### config.mk
export PLATFORM = sky130hd
export DESIGN_NAME = conv_start_ctrl
export DESIGN_NICKNAME = d
export VERILOG_FILES = /design/src/rtl/conv_seq_pkg.sv /design/src/rtl/cst_fall_det.sv /design/src/rtl/cst_trig_sel.sv /design/src/rtl/cst_seq_ctrl.sv /design/src/rtl/cst_eoc_flag.sv /design/src/rtl/cst_pair_map.sv /design/src/rtl/conv_start_ctrl.sv
export SDC_FILE = /design/constraint.sdc
export NUM_CORES = 1
export LEC_CHECK = 0
export CAP_MARGIN = 20
export CORE_MARGIN = 2
export CORE_UTILIZATION = 25
export CTS_CLUSTER_SIZE = 20
export DETAILED_ROUTE_END_ITERATION = 7
export DONT_BUFFER_PORTS = 1
export PLACE_DENSITY = 0.44
export REMOVE_ABC_BUFFERS = 1
export SETUP_SLACK_MARGIN = 0.3
export SYNTH_ARGS = -nofsm -noshare
export SYNTH_HDL_FRONTEND = slang
export SYNTH_SLANG_ARGS = --single-unit
### constraint.sdc
create_clock -name clk_i -period 2.6 [get_ports clk_i]
set_clock_uncertainty 0.05 [all_clocks]
set_input_delay 0.26 -clock clk_i [delete_from_list [all_inputs] [get_ports clk_i]]
set_output_delay 0.26 -clock clk_i [all_outputs]
set_load 0.1 [all_outputs]
### src/rtl/conv_seq_pkg.sv
package conv_seq_pkg;
  typedef enum logic [1:0] {
    MODE_PIN_SEQ = 2'b00,
    MODE_PIN_CH  = 2'b01,
    MODE_REG_INT = 2'b10,
    MODE_REG_EXT = 2'b11
  } clk_mode_e;

  typedef enum logic [1:0] {
    ST_IDLE = 2'b00,
    ST_RUN  = 2'b01,
    ST_WAIT = 2'b10
  } seq_st_e;
endpackage

### src/rtl/cst_fall_det.sv
module cst_fall_det #(
  parameter int W = 2
) (
  input  logic         clk_i,
  input  logic         rst_ni,
  input  logic [W-1:0] sig_i,
  output logic [W-1:0] fall_o
);
  logic [W-1:0] prev_q;

  for (genvar i = 0; i < W; i++) begin : g_bit
    always_ff @(posedge clk_i or negedge rst_ni) begin
      if (!rst_ni) prev_q[i] <= 1'b1;
      else         prev_q[i] <= sig_i[i];
    end
    assign fall_o[i] = prev_q[i] & ~sig_i[i];
  end
endmodule

### src/rtl/cst_trig_sel.sv
module cst_trig_sel
  import conv_seq_pkg::*;
(
  input  clk_mode_e mode_i,
  input  seq_st_e   state_i,
  input  logic      pin_fall_i,
  input  logic      reg_wr_i,
  input  logic      scan_req_i,
  input  logic      avg_req_i,
  output logic      trig_o,
  output logic      ext_timing_o,
  output logic      scan_ok_o,
  output logic      avg_ok_o
);
  logic pin_src;

  assign pin_src      = (mode_i == MODE_PIN_SEQ) || (mode_i == MODE_PIN_CH);
  assign ext_timing_o = (mode_i == MODE_REG_EXT);
  assign scan_ok_o    = scan_req_i & ~ext_timing_o;
  assign avg_ok_o     = avg_req_i & ~ext_timing_o;

  always_comb begin
    unique case (state_i)
      ST_IDLE: trig_o = pin_src ? pin_fall_i : reg_wr_i;
      ST_WAIT: trig_o = pin_fall_i;
      default: trig_o = 1'b0;
    endcase
  end
endmodule

### src/rtl/cst_seq_ctrl.sv
module cst_seq_ctrl
  import conv_seq_pkg::*;
#(
  parameter int CH_W     = 3,
  parameter int NAVG_W   = 2,
  parameter int AVG_BASE = 2
) (
  input  logic            clk_i,
  input  logic            rst_ni,
  input  logic            trig_i,
  input  clk_mode_e       mode_i,
  input  logic [CH_W-1:0] chan_i,
  input  logic            scan_ok_i,
  input  logic            avg_ok_i,
  input  logic [NAVG_W-1:0] navg_i,
  input  logic            diff_i,
  input  logic            sar_done_i,
  output logic            start_o,
  output logic [CH_W-1:0] ch_o,
  output logic            diff_o,
  output clk_mode_e       mode_o,
  output logic            seq_done_o,
  output seq_st_e         state_o
);
  localparam int AVG_W = (1 << NAVG_W) + AVG_BASE;

  seq_st_e          state_q;
  clk_mode_e        mode_q;
  logic             start_q, diff_q;
  logic [CH_W-1:0]  ch_q, last_q;
  logic [AVG_W-1:0] avg_cnt_q, avg_lim_q;

  logic [CH_W-1:0]  ch_last_n, ch_first_n, ch_step;
  logic [AVG_W-1:0] avg_lim_n, avg_pow;
  logic             conv_last, ch_end;

  assign ch_last_n  = diff_i ? {chan_i[CH_W-1:1], 1'b0} : chan_i;
  assign ch_first_n = scan_ok_i ? '0 : ch_last_n;
  assign avg_pow    = AVG_W'(1) << (int'(navg_i) + AVG_BASE);
  assign avg_lim_n  = avg_ok_i ? (avg_pow - AVG_W'(1)) : '0;
  assign ch_step    = diff_q ? CH_W'(2) : CH_W'(1);

  assign conv_last  = (avg_cnt_q == avg_lim_q);
  assign ch_end     = (ch_q == last_q);
  assign seq_done_o = (state_q == ST_RUN) && sar_done_i && conv_last && ch_end;

  always_ff @(posedge clk_i or negedge rst_ni) begin
    if (!rst_ni) begin
      state_q   <= ST_IDLE;
      mode_q    <= MODE_REG_INT;
      start_q   <= 1'b0;
      diff_q    <= 1'b0;
      ch_q      <= '0;
      last_q    <= '0;
      avg_cnt_q <= '0;
      avg_lim_q <= '0;
    end else begin
      start_q <= 1'b0;
      unique case (state_q)
        ST_IDLE: if (trig_i) begin
          mode_q    <= mode_i;
          diff_q    <= diff_i;
          ch_q      <= ch_first_n;
          last_q    <= ch_last_n;
          avg_cnt_q <= '0;
          avg_lim_q <= avg_lim_n;
          start_q   <= 1'b1;
          state_q   <= ST_RUN;
        end
        ST_RUN: if (sar_done_i) begin
          if (!conv_last) begin
            avg_cnt_q <= avg_cnt_q + AVG_W'(1);
            start_q   <= 1'b1;
          end else if (!ch_end) begin
            avg_cnt_q <= '0;
            ch_q      <= ch_q + ch_step;
            if (mode_q == MODE_PIN_CH) state_q <= ST_WAIT;
            else                       start_q <= 1'b1;
          end else begin
            state_q <= ST_IDLE;
          end
        end
        ST_WAIT: if (trig_i) begin
          start_q <= 1'b1;
          state_q <= ST_RUN;
        end
        default: state_q <= ST_IDLE;
      endcase
    end
  end

  assign start_o = start_q;
  assign ch_o    = ch_q;
  assign diff_o  = diff_q;
  assign mode_o  = mode_q;
  assign state_o = state_q;

  AST_START_ONLY_RUN: assert property (@(posedge clk_i) disable iff (!rst_ni)
    start_q |-> state_q == ST_RUN);
  AST_WAIT_PER_CH: assert property (@(posedge clk_i) disable iff (!rst_ni)
    state_q == ST_WAIT |-> mode_q == MODE_PIN_CH);
endmodule

### src/rtl/cst_eoc_flag.sv
module cst_eoc_flag (
  input  logic clk_i,
  input  logic rst_ni,
  input  logic edge_hit_i,
  input  logic seq_done_i,
  input  logic ext_seq_i,
  input  logic ext_now_i,
  output logic eoc_n_o
);
  logic eoc_q;

  // a falling pin edge outranks a completion in the same cycle
  always_ff @(posedge clk_i or negedge rst_ni) begin
    if (!rst_ni)                       eoc_q <= 1'b1;
    else if (edge_hit_i)               eoc_q <= 1'b1;
    else if (seq_done_i && !ext_seq_i) eoc_q <= 1'b0;
  end

  assign eoc_n_o = eoc_q | ext_now_i;
endmodule

### src/rtl/cst_pair_map.sv
module cst_pair_map #(
  parameter int CH_W = 3
) (
  input  logic [CH_W-1:0] ch_i,
  input  logic            diff_i,
  output logic [CH_W-1:0] pos_o,
  output logic [CH_W-1:0] neg_o,
  output logic            neg_gnd_o
);
  assign pos_o     = diff_i ? {ch_i[CH_W-1:1], 1'b0} : ch_i;
  assign neg_o     = diff_i ? {ch_i[CH_W-1:1], 1'b1} : '0;
  assign neg_gnd_o = ~diff_i;
endmodule

### src/rtl/conv_start_ctrl.sv
module conv_start_ctrl
  import conv_seq_pkg::*;
#(
  parameter int CH_W     = 3,
  parameter int NAVG_W   = 2,
  parameter int AVG_BASE = 2
) (
  input  logic              clk_i,
  input  logic              rst_ni,
  input  logic [1:0]        clk_mode_i,
  input  logic              conv_wr_i,
  input  logic              cs_n_i,
  input  logic              cnvst_n_i,
  input  logic [CH_W-1:0]   chan_sel_i,
  input  logic              scan_en_i,
  input  logic              avg_en_i,
  input  logic [NAVG_W-1:0] navg_i,
  input  logic              diff_en_i,
  input  logic              sar_done_i,
  output logic              start_o,
  output logic              ext_timing_o,
  output logic              scan_active_o,
  output logic              avg_active_o,
  output logic [CH_W-1:0]   pos_ch_o,
  output logic [CH_W-1:0]   neg_ch_o,
  output logic              neg_gnd_o,
  output logic              eoc_n_o
);
  clk_mode_e       mode_now, mode_seq;
  seq_st_e         state;
  logic [1:0]      fall;
  logic            cs_fall, pin_fall, edge_hit;
  logic            trig, scan_ok, avg_ok, seq_done, diff_seq;
  logic [CH_W-1:0] ch_cur;

  assign mode_now = clk_mode_e'(clk_mode_i);

  cst_fall_det #(.W(2)) u_fall (
    .clk_i  (clk_i),
    .rst_ni (rst_ni),
    .sig_i  ({cs_n_i, cnvst_n_i}),
    .fall_o (fall)
  );
  assign cs_fall  = fall[1];
  assign pin_fall = fall[0];
  assign edge_hit = cs_fall | pin_fall;

  cst_trig_sel u_trig (
    .mode_i       (mode_now),
    .state_i      (state),
    .pin_fall_i   (pin_fall),
    .reg_wr_i     (conv_wr_i),
    .scan_req_i   (scan_en_i),
    .avg_req_i    (avg_en_i),
    .trig_o       (trig),
    .ext_timing_o (ext_timing_o),
    .scan_ok_o    (scan_ok),
    .avg_ok_o     (avg_ok)
  );
  assign scan_active_o = scan_ok;
  assign avg_active_o  = avg_ok;

  cst_seq_ctrl #(.CH_W(CH_W), .NAVG_W(NAVG_W), .AVG_BASE(AVG_BASE)) u_seq (
    .clk_i      (clk_i),
    .rst_ni     (rst_ni),
    .trig_i     (trig),
    .mode_i     (mode_now),
    .chan_i     (chan_sel_i),
    .scan_ok_i  (scan_ok),
    .avg_ok_i   (avg_ok),
    .navg_i     (navg_i),
    .diff_i     (diff_en_i),
    .sar_done_i (sar_done_i),
    .start_o    (start_o),
    .ch_o       (ch_cur),
    .diff_o     (diff_seq),
    .mode_o     (mode_seq),
    .seq_done_o (seq_done),
    .state_o    (state)
  );

  cst_eoc_flag u_eoc (
    .clk_i      (clk_i),
    .rst_ni     (rst_ni),
    .edge_hit_i (edge_hit),
    .seq_done_i (seq_done),
    .ext_seq_i  (mode_seq == MODE_REG_EXT),
    .ext_now_i  (ext_timing_o),
    .eoc_n_o    (eoc_n_o)
  );

  cst_pair_map #(.CH_W(CH_W)) u_pair (
    .ch_i      (ch_cur),
    .diff_i    (diff_seq),
    .pos_o     (pos_ch_o),
    .neg_o     (neg_ch_o),
    .neg_gnd_o (neg_gnd_o)
  );

  AST_EOC_FALL_DONE: assert property (@(posedge clk_i) disable iff (!rst_ni)
    $fell(eoc_n_o) |-> ($past(seq_done) || $past(clk_mode_i) == 2'b11));
  AST_EOC_EDGE_HIGH: assert property (@(posedge clk_i) disable iff (!rst_ni)
    $past(edge_hit) |-> eoc_n_o);
  AST_PAIR_ODD_NEG: assert property (@(posedge clk_i) disable iff (!rst_ni)
    (start_o && diff_seq) |-> (!pos_ch_o[0] && neg_ch_o == pos_ch_o + CH_W'(1) && !neg_gnd_o));
  AST_EXT_HOLD_EOC: assert property (@(posedge clk_i) disable iff (!rst_ni)
    (clk_mode_i == 2'b11) |-> (eoc_n_o && !scan_active_o && !avg_active_o));
endmodule

# [After elaboration in Yosys (flattened, before gate mapping)]
# Cells that the tools add are included.
[op_classes] shift=1 bitwise_logic=10 n_eq_ne=15 addsub=4 reduce_logical=15 mux=32
[op_table] operator="left shift 1 x 32 -> 6 bit, first input constant" count=1
[op_table] operator="two-way mux 6 bit" count=5
[op_table] operator="two-way mux 3 bit" count=6
[op_table] operator="two-way mux 2 bit" count=6
[op_table] operator="case mux 6 bit (2 select lines)" count=1
[op_table] operator="two-way mux 1 bit" count=10
[op_table] operator="AND reduction 4 bit" count=2
[op_table] operator="adder 6 x 1 -> 6 bit, second input constant" count=1
[op_table] operator="equality test 2 x 1 -> 1 bit, second input constant" count=3
[op_table] operator="equality test 2 bit, second input constant" count=3
[op_table] operator="equality test 6 bit" count=1
[op_table] operator="inequality test 2 bit, second input constant" count=3
[op_table] operator="case mux 3 bit (2 select lines)" count=1
[op_table] operator="subtractor 6 x 1 -> 6 bit, second input constant" count=1
[op_table] operator="AND reduction 5 bit" count=1
[op_table] operator="AND 1 bit" count=4
[op_table] operator="logical AND 1 bit" count=4
[op_table] operator="logical NOT 2 bit" count=2
[op_table] operator="inequality test 2 x 1 -> 1 bit, second input constant" count=2
[op_table] operator="inverter 1 bit" count=4
[op_table] operator="case mux 1 bit (2 select lines)" count=2
[op_table] operator="case mux 2 bit (2 select lines)" count=1
[op_table] operator="nonzero test 2 bit" count=2
[op_table] operator="adder 2 x 2 -> 3 bit, second input constant" count=1
[op_table] operator="other kinds (9)" count=10
[totals] inputBits=16 regBits=27 output_inout_bits=12 wordCells=88

# [Logic depth before layout (Yosys ltp)]
[logic_depth] depth_word=7 mapped_depth=8 ltp_nobuf=8

# [Cells and area by module]
# A second synthesis with hierarchy kept.
[unflattened] cells_unflattened=173 area_unflattened_um2=1600.3
[by_module_without_submodules] module="cst_seq_ctrl" n_inst=1 cells_per_inst=149 seq_area_each_um2=601.8 area_each_um2=1365.1
[by_module_without_submodules] module="cst_fall_det" n_inst=1 cells_per_inst=4 seq_area_each_um2=52.6 area_each_um2=80.1
[by_module_without_submodules] module="cst_trig_sel" n_inst=1 cells_per_inst=7 seq_area_each_um2=0.0 area_each_um2=51.3
[by_module_without_submodules] module="cst_eoc_flag" n_inst=1 cells_per_inst=4 seq_area_each_um2=26.3 area_each_um2=46.3
[by_module_without_submodules] module="cst_pair_map" n_inst=1 cells_per_inst=7 seq_area_each_um2=0.0 area_each_um2=45.0
[by_module_without_submodules] module="conv_start_ctrl" n_inst=1 cells_per_inst=2 seq_area_each_um2=0.0 area_each_um2=12.5

# [Worst setup path after synthesis]
# No wires, ideal clock.
[synth_path] path_type="register -> register" from="register u_seq.diff_q, in the netlist u_seq.diff_o" to="register u_seq.ch_q[1], in the netlist u_seq.ch_o[1]" setup_slack_ps=-455 synth_period_minus_slack_ps=3055 stages_incl_launch_ff=8 required_ps=2419 t_arrival_ps=2874 path_buffers=0 setup_time_ps=131 cell_sequence="dfrtp_1 > inv_1 > ha_1 > inv_1 > fa_1 > nor2_1 > a31oi_1 > mux2i_1"
[synth_via] elab_chain_len=6
[synth_rtl] element="start: declaration" line="cst_seq_ctrl.sv:29" rtl="logic start_q, diff_q;"
[synth_rtl] element="start signal: assignment" line="cst_seq_ctrl.sv:62" rtl="diff_q <= diff_i;"
[synth_rtl] element="two-way mux 2 bit" line="cst_seq_ctrl.sv:41" rtl="assign ch_step = diff_q ? CH_W'(2) : CH_W'(1);"
[synth_rtl] element="adder 3 x 2 -> 3 bit" line="cst_seq_ctrl.sv:76" rtl="ch_q <= ch_q + ch_step;"
[synth_rtl] element="two-way mux 3 bit" line="cst_seq_ctrl.sv:74" rtl="end else if (!ch_end) begin"
[synth_rtl] element="two-way mux 3 bit" line="cst_seq_ctrl.sv:71" rtl="if (!conv_last) begin"
[synth_rtl] element="two-way mux 3 bit" line="cst_seq_ctrl.sv:70" rtl="ST_RUN: if (sar_done_i) begin"
[synth_rtl] element="case mux 3 bit (2 select lines)" line="cst_seq_ctrl.sv:59" rtl="unique case (state_q)"
[synth_rtl] element="end signal: assignment" line="cst_seq_ctrl.sv:63" rtl="ch_q <= ch_first_n;"
[synth_rtl] element="end signal: assignment" line="cst_seq_ctrl.sv:76"
[synth_rtl] element="end: declaration" line="cst_seq_ctrl.sv:30" rtl="logic [CH_W-1:0] ch_q, last_q;"
# Every way passes these cells. The select of a mux whose other input is x is not followed.
# A chain may end at the register's enable or synchronous reset.

# [Worst setup path after layout]
[layout_path] from="register u_seq.avg_cnt_q[3]" to="register u_seq.avg_cnt_q[4]"
[layout_via] elab_chain_len=4 word_cells_on_any_way=7 cone_classes="1 x add/sub; 2 x eq/ne; 3 x mux; 1 x reduce/logical"
[layout_rtl] element="start: declaration" line="cst_seq_ctrl.sv:31" rtl="logic [AVG_W-1:0] avg_cnt_q, avg_lim_q;"
[layout_rtl] element="start signal: assignment" line="cst_seq_ctrl.sv:72" rtl="avg_cnt_q <= avg_cnt_q + AVG_W'(1);"
[layout_rtl] element="adder 6 x 1 -> 6 bit / equality test 6 bit (equally long branches)" line="cst_seq_ctrl.sv:72, cst_seq_ctrl.sv:43"
[layout_rtl] element="two-way mux 6 bit" line="cst_seq_ctrl.sv:71"
[layout_rtl] element="two-way mux 6 bit" line="cst_seq_ctrl.sv:70"
[layout_rtl] element="case mux 6 bit (2 select lines)" line="cst_seq_ctrl.sv:59"
# Several ways; a longest one is shown, not always the timed one. The select of a mux whose other input is x is not followed.

==> flow_metrics.py <==
metrics = {
    "sta": {
        "worst_pin_slew_ns": 0.877,
        "fin_crit_ns": 2.11,
        "timing_hold_violations_final": 0,
        "fin_crit_sh_pct": 81.3,
        "setup_violations": 0,
        "relSlewSlack_pct": 41.5,
        "fin_setup_tns_ns": 0,
        "rsz0062_at_grt": "no",
        "slew_violations": 0,
        "fmax_ghz": 0.473,
    },
    "clocking": {
        "cts_tree": "built",
        "clk_latency_ns": 0.27,
        "cts.sink_count": 27,
        "clk_pin_slew_ns": 0.09,
        "cts_htree_levels": 1,
        "cts-root-buf": "clkbuf_8",
        "cts_buffers": 3,
        "clockBufferDepth": 2,
    },
    "layout": {
        "stdcell_area_um2": 1800,
        "post-route-util_pct": 30.0,
        "area_growth_syn_to_layout_pct": 15.0,
        "antenna_cells": 0,
        "drive_above_1_share_pct": 14.1,
        "fin_nets": 198,
        "n_fill_cell": 634,
    },
    "die": {
        "row_count": 28,
        "design.core.area_um2": 5990,
        "io_pins": 28,
        "fp.dieH_um": 83.1,
        "die_area_um2": 6900,
        "initial_core_util_pct": 26.1,
        "fp.dieW_um": 83.1,
    },
    "global_routing": {
        "grt_antenna_before_repair": 0,
        "grt_max_degree": 28,
        "grt_pass1_vias": 1244,
        "gr-total-overflow": 0,
        "grt_pass1_wl_um": 6090,
        "grt_use_total_pct": 10.8,
    },
    "logic_synthesis": {
        "muxShareOfSynthArea_pct": 4.24,
        "yosys_most_used_dff": "dfrtp_1",
        "syn_area_per_cell_um2": 9.48,
        "syn_area_um2": 1560,
        "synth-simple-area-share_pct": 19.0,
        "syn_inst": 165,
        "synth_xor_xnor_area_share_pct": 5.04,
        "ys_types": 48,
        "yosysWarnings": 0,
        "ys_seq_elements": 27,
        "synth_edf_count": 0,
        "synth-compound-area-share_pct": 19.0,
        "synthAdderAreaFrac_pct": 3.68,
        "ys_seq_area_share_pct": 43.5,
        "synth_top_family_by_area": "simple AND/OR/NAND/NOR gates",
        "async_flop_share_pct": 100,
    },
    "setup_path": {
        "required_ns": 2.71,
        "r2r_slack_ns": 0.49,
        "r2r_cells": 5,
        "crit_fanout": 6,
        "rr_endpoint": "u_seq.avg_cnt_q[4]",
        "path_class": "reg2reg",
        "reg2reg_from": "u_seq.avg_cnt_q[3]",
        "cp.arrival_ns": 2.22,
        "start_kind": "flip-flop",
        "end_kind": "flip-flop",
    },
    "outcome": {
        "status": "completed",
    },
    "pwr": {
        "power_uw": 2290,
        "cellPowerDensity_nw_per_um2": 1270,
        "vdd_drop_max_mv": 0.822,
        "p_leak_uw": 0.000780,
    },
    "detailed_routing": {
        "route.detailed.drc": 0,
        "routed_wl_um": 3610,
        "drt_iter0_drc": 81,
        "wire_per_inst_um": 14.3,
        "firstDrtPassIters": 4,
        "viasPerCell": 4.90,
        "vias": 1234,
        "antenna_left": 0,
    },
    "placement": {
        "place_area_um2": 1700,
        "gp_congestion": 0.741,
        "hpwl_um": 2800,
        "port_buffers": 0,
    },
    "run": {
        "maxCapViolations": 0,
    },
    "worst_hold_path": {
        "min-delay-start": "clk_mode_i[1]",
        "min_path_type": "in2reg",
        "min_to": "u_seq.mode_o[1]",
        "hold_depth": 2,
    },
}
-- worst max-delay path: stages (launching register included) --
cell     delay, ns
dfrtp_1       0.45
xor2_1        0.21
nor4_4        0.42
or4b_4        0.56
nor3b_1       0.23
nor4b_1       0.08
-- cell usage after synthesis, types with 2 or more instances --
cell / count / area share (%)
dfrtp_1: 23 / 37
nand2_1: 21 / 5.0
inv_1: 13 / 3.1
nor2_1: 11 / 2.6
o21ai_1: 9 / 2.9
nand3_1: 6 / 1.9
xor2_1: 6 / 3.4
a21oi_1: 5 / 1.6
mux2_1: 5 / 3.6
and2_1: 4 / 1.6
dfstp_2: 4 / 6.7
nand2b_1: 4 / 1.6
o21ai_0: 4 / 1.3
a31oi_1: 3 / 1.2
a32o_1: 3 / 1.9
buf_4: 3 / 1.4
clkbuf_1: 3 / 0.72
ha_1: 3 / 2.4
xnor2_1: 3 / 1.7
a21boi_0: 2 / 0.96
a21boi_1: 2 / 0.96
a21o_1: 2 / 0.96
-- worst max path at each step --
stage	to	start	cells after the start	slack [ns]
floorplan	u_seq.ch_o[2]	u_seq.diff_o	7	-1.00
global placement	u_seq.ch_o[0]	u_fall.prev_q[0]	4	0.56
detailed placement	u_seq.avg_cnt_q[3]	u_fall.prev_q[0]	5	0.49
CTS	u_seq.avg_cnt_q[3]	u_fall.prev_q[0]	5	0.47
global route	u_seq.avg_cnt_q[4]	u_seq.avg_cnt_q[4]	5	0.35
finish	u_seq.avg_cnt_q[4]	u_seq.avg_cnt_q[3]	5	0.49
-- stage by stage --
stage	hold slack (ns)	instances	worst slack, ns
2_1_floorplan	-0.0856	158	-1.00
3_3_place_gp	-0.0849	244	0.560
3_5_place_dp	-0.0849	244	0.489
4_1_cts	0.0316	252	0.474
5_1_grt	0.0341	252	0.347
6_report	0.0396	252	0.486
-- logic make-up (layout without fill, tap and decap cells) --
kind of cell,Yosys count,after routing
mux,6,6
flops,27,27
compound gates,42,42
simple gates,57,57
buf+inv,20,32
fa+ha+maj,4,4
xor+xnor,9,9
-- final cells by class --
| type | count | area, µm² | area share, % |
|---|---|---|---|
| inverters | 13 | 48.8 | 2.71 |
| repair buffers | 15 | 133 | 7.38 |
| well taps | 75 | 93.8 | 5.22 |
| clock buffers | 4 | 45.0 | 2.51 |
| multi-input cells | 118 | 797 | 44.3 |
| flip-flops and latches | 27 | 681 | 37.9 |
-- placed cells by master (no fill, tap or decap), types with 4 or more instances in the layout --
cell type / Yosys / routed
a21oi_1: 5 / 5
and2_1: 4 / 4
buf_4: 3 / 11
dfrtp_1: 23 / 23
dfstp_2: 4 / 4
inv_1: 13 / 13
mux2_1: 5 / 5
nand2_1: 21 / 21
nand2b_1: 4 / 4
nand3_1: 6 / 6
nor2_1: 11 / 11
o21ai_0: 4 / 4
o21ai_1: 9 / 9
xor2_1: 6 / 6
-- power breakdown --
group	switching (µW)	internal, µW	leakage [µW]
clock network	127	110	0.0000228
logic	880	407	0.000437
registers	195	571	0.000320
-- per-layer routing --
| layer | vias up | global-route usage (%) | share of wire [%] |
|---|---|---|---|
| met5 | - | 0 | 0 |
| met4 | 0 | 3.73 | 0.91 |
| met3 | 2 | 1.99 | 3.7 |
| met2 | 23 | 18.0 | 49 |
| met1 | 604 | 13.9 | 46 |
| li1 | 605 | - | - |
-- flip-flops by register name (all words and copies together) (netlist names) --
name and count:
u_seq.last_q 3, u_seq.mode_o 2, u_seq.state_o 2, u_eoc.eoc_q 1
u_seq.avg_lim_q 6, u_fall.prev_q 2, u_seq.ch_o 3, u_seq.avg_cnt_q 6
u_seq.start_o 1, u_seq.diff_o 1
-- what timing repair did --
item,in CTS,in global routing
gates resized for setup,0,0
endpoints found under the hold margin,29,0
setup buffers,0,0
hold buffers,4,0
(Power assumes the default switching activity.)
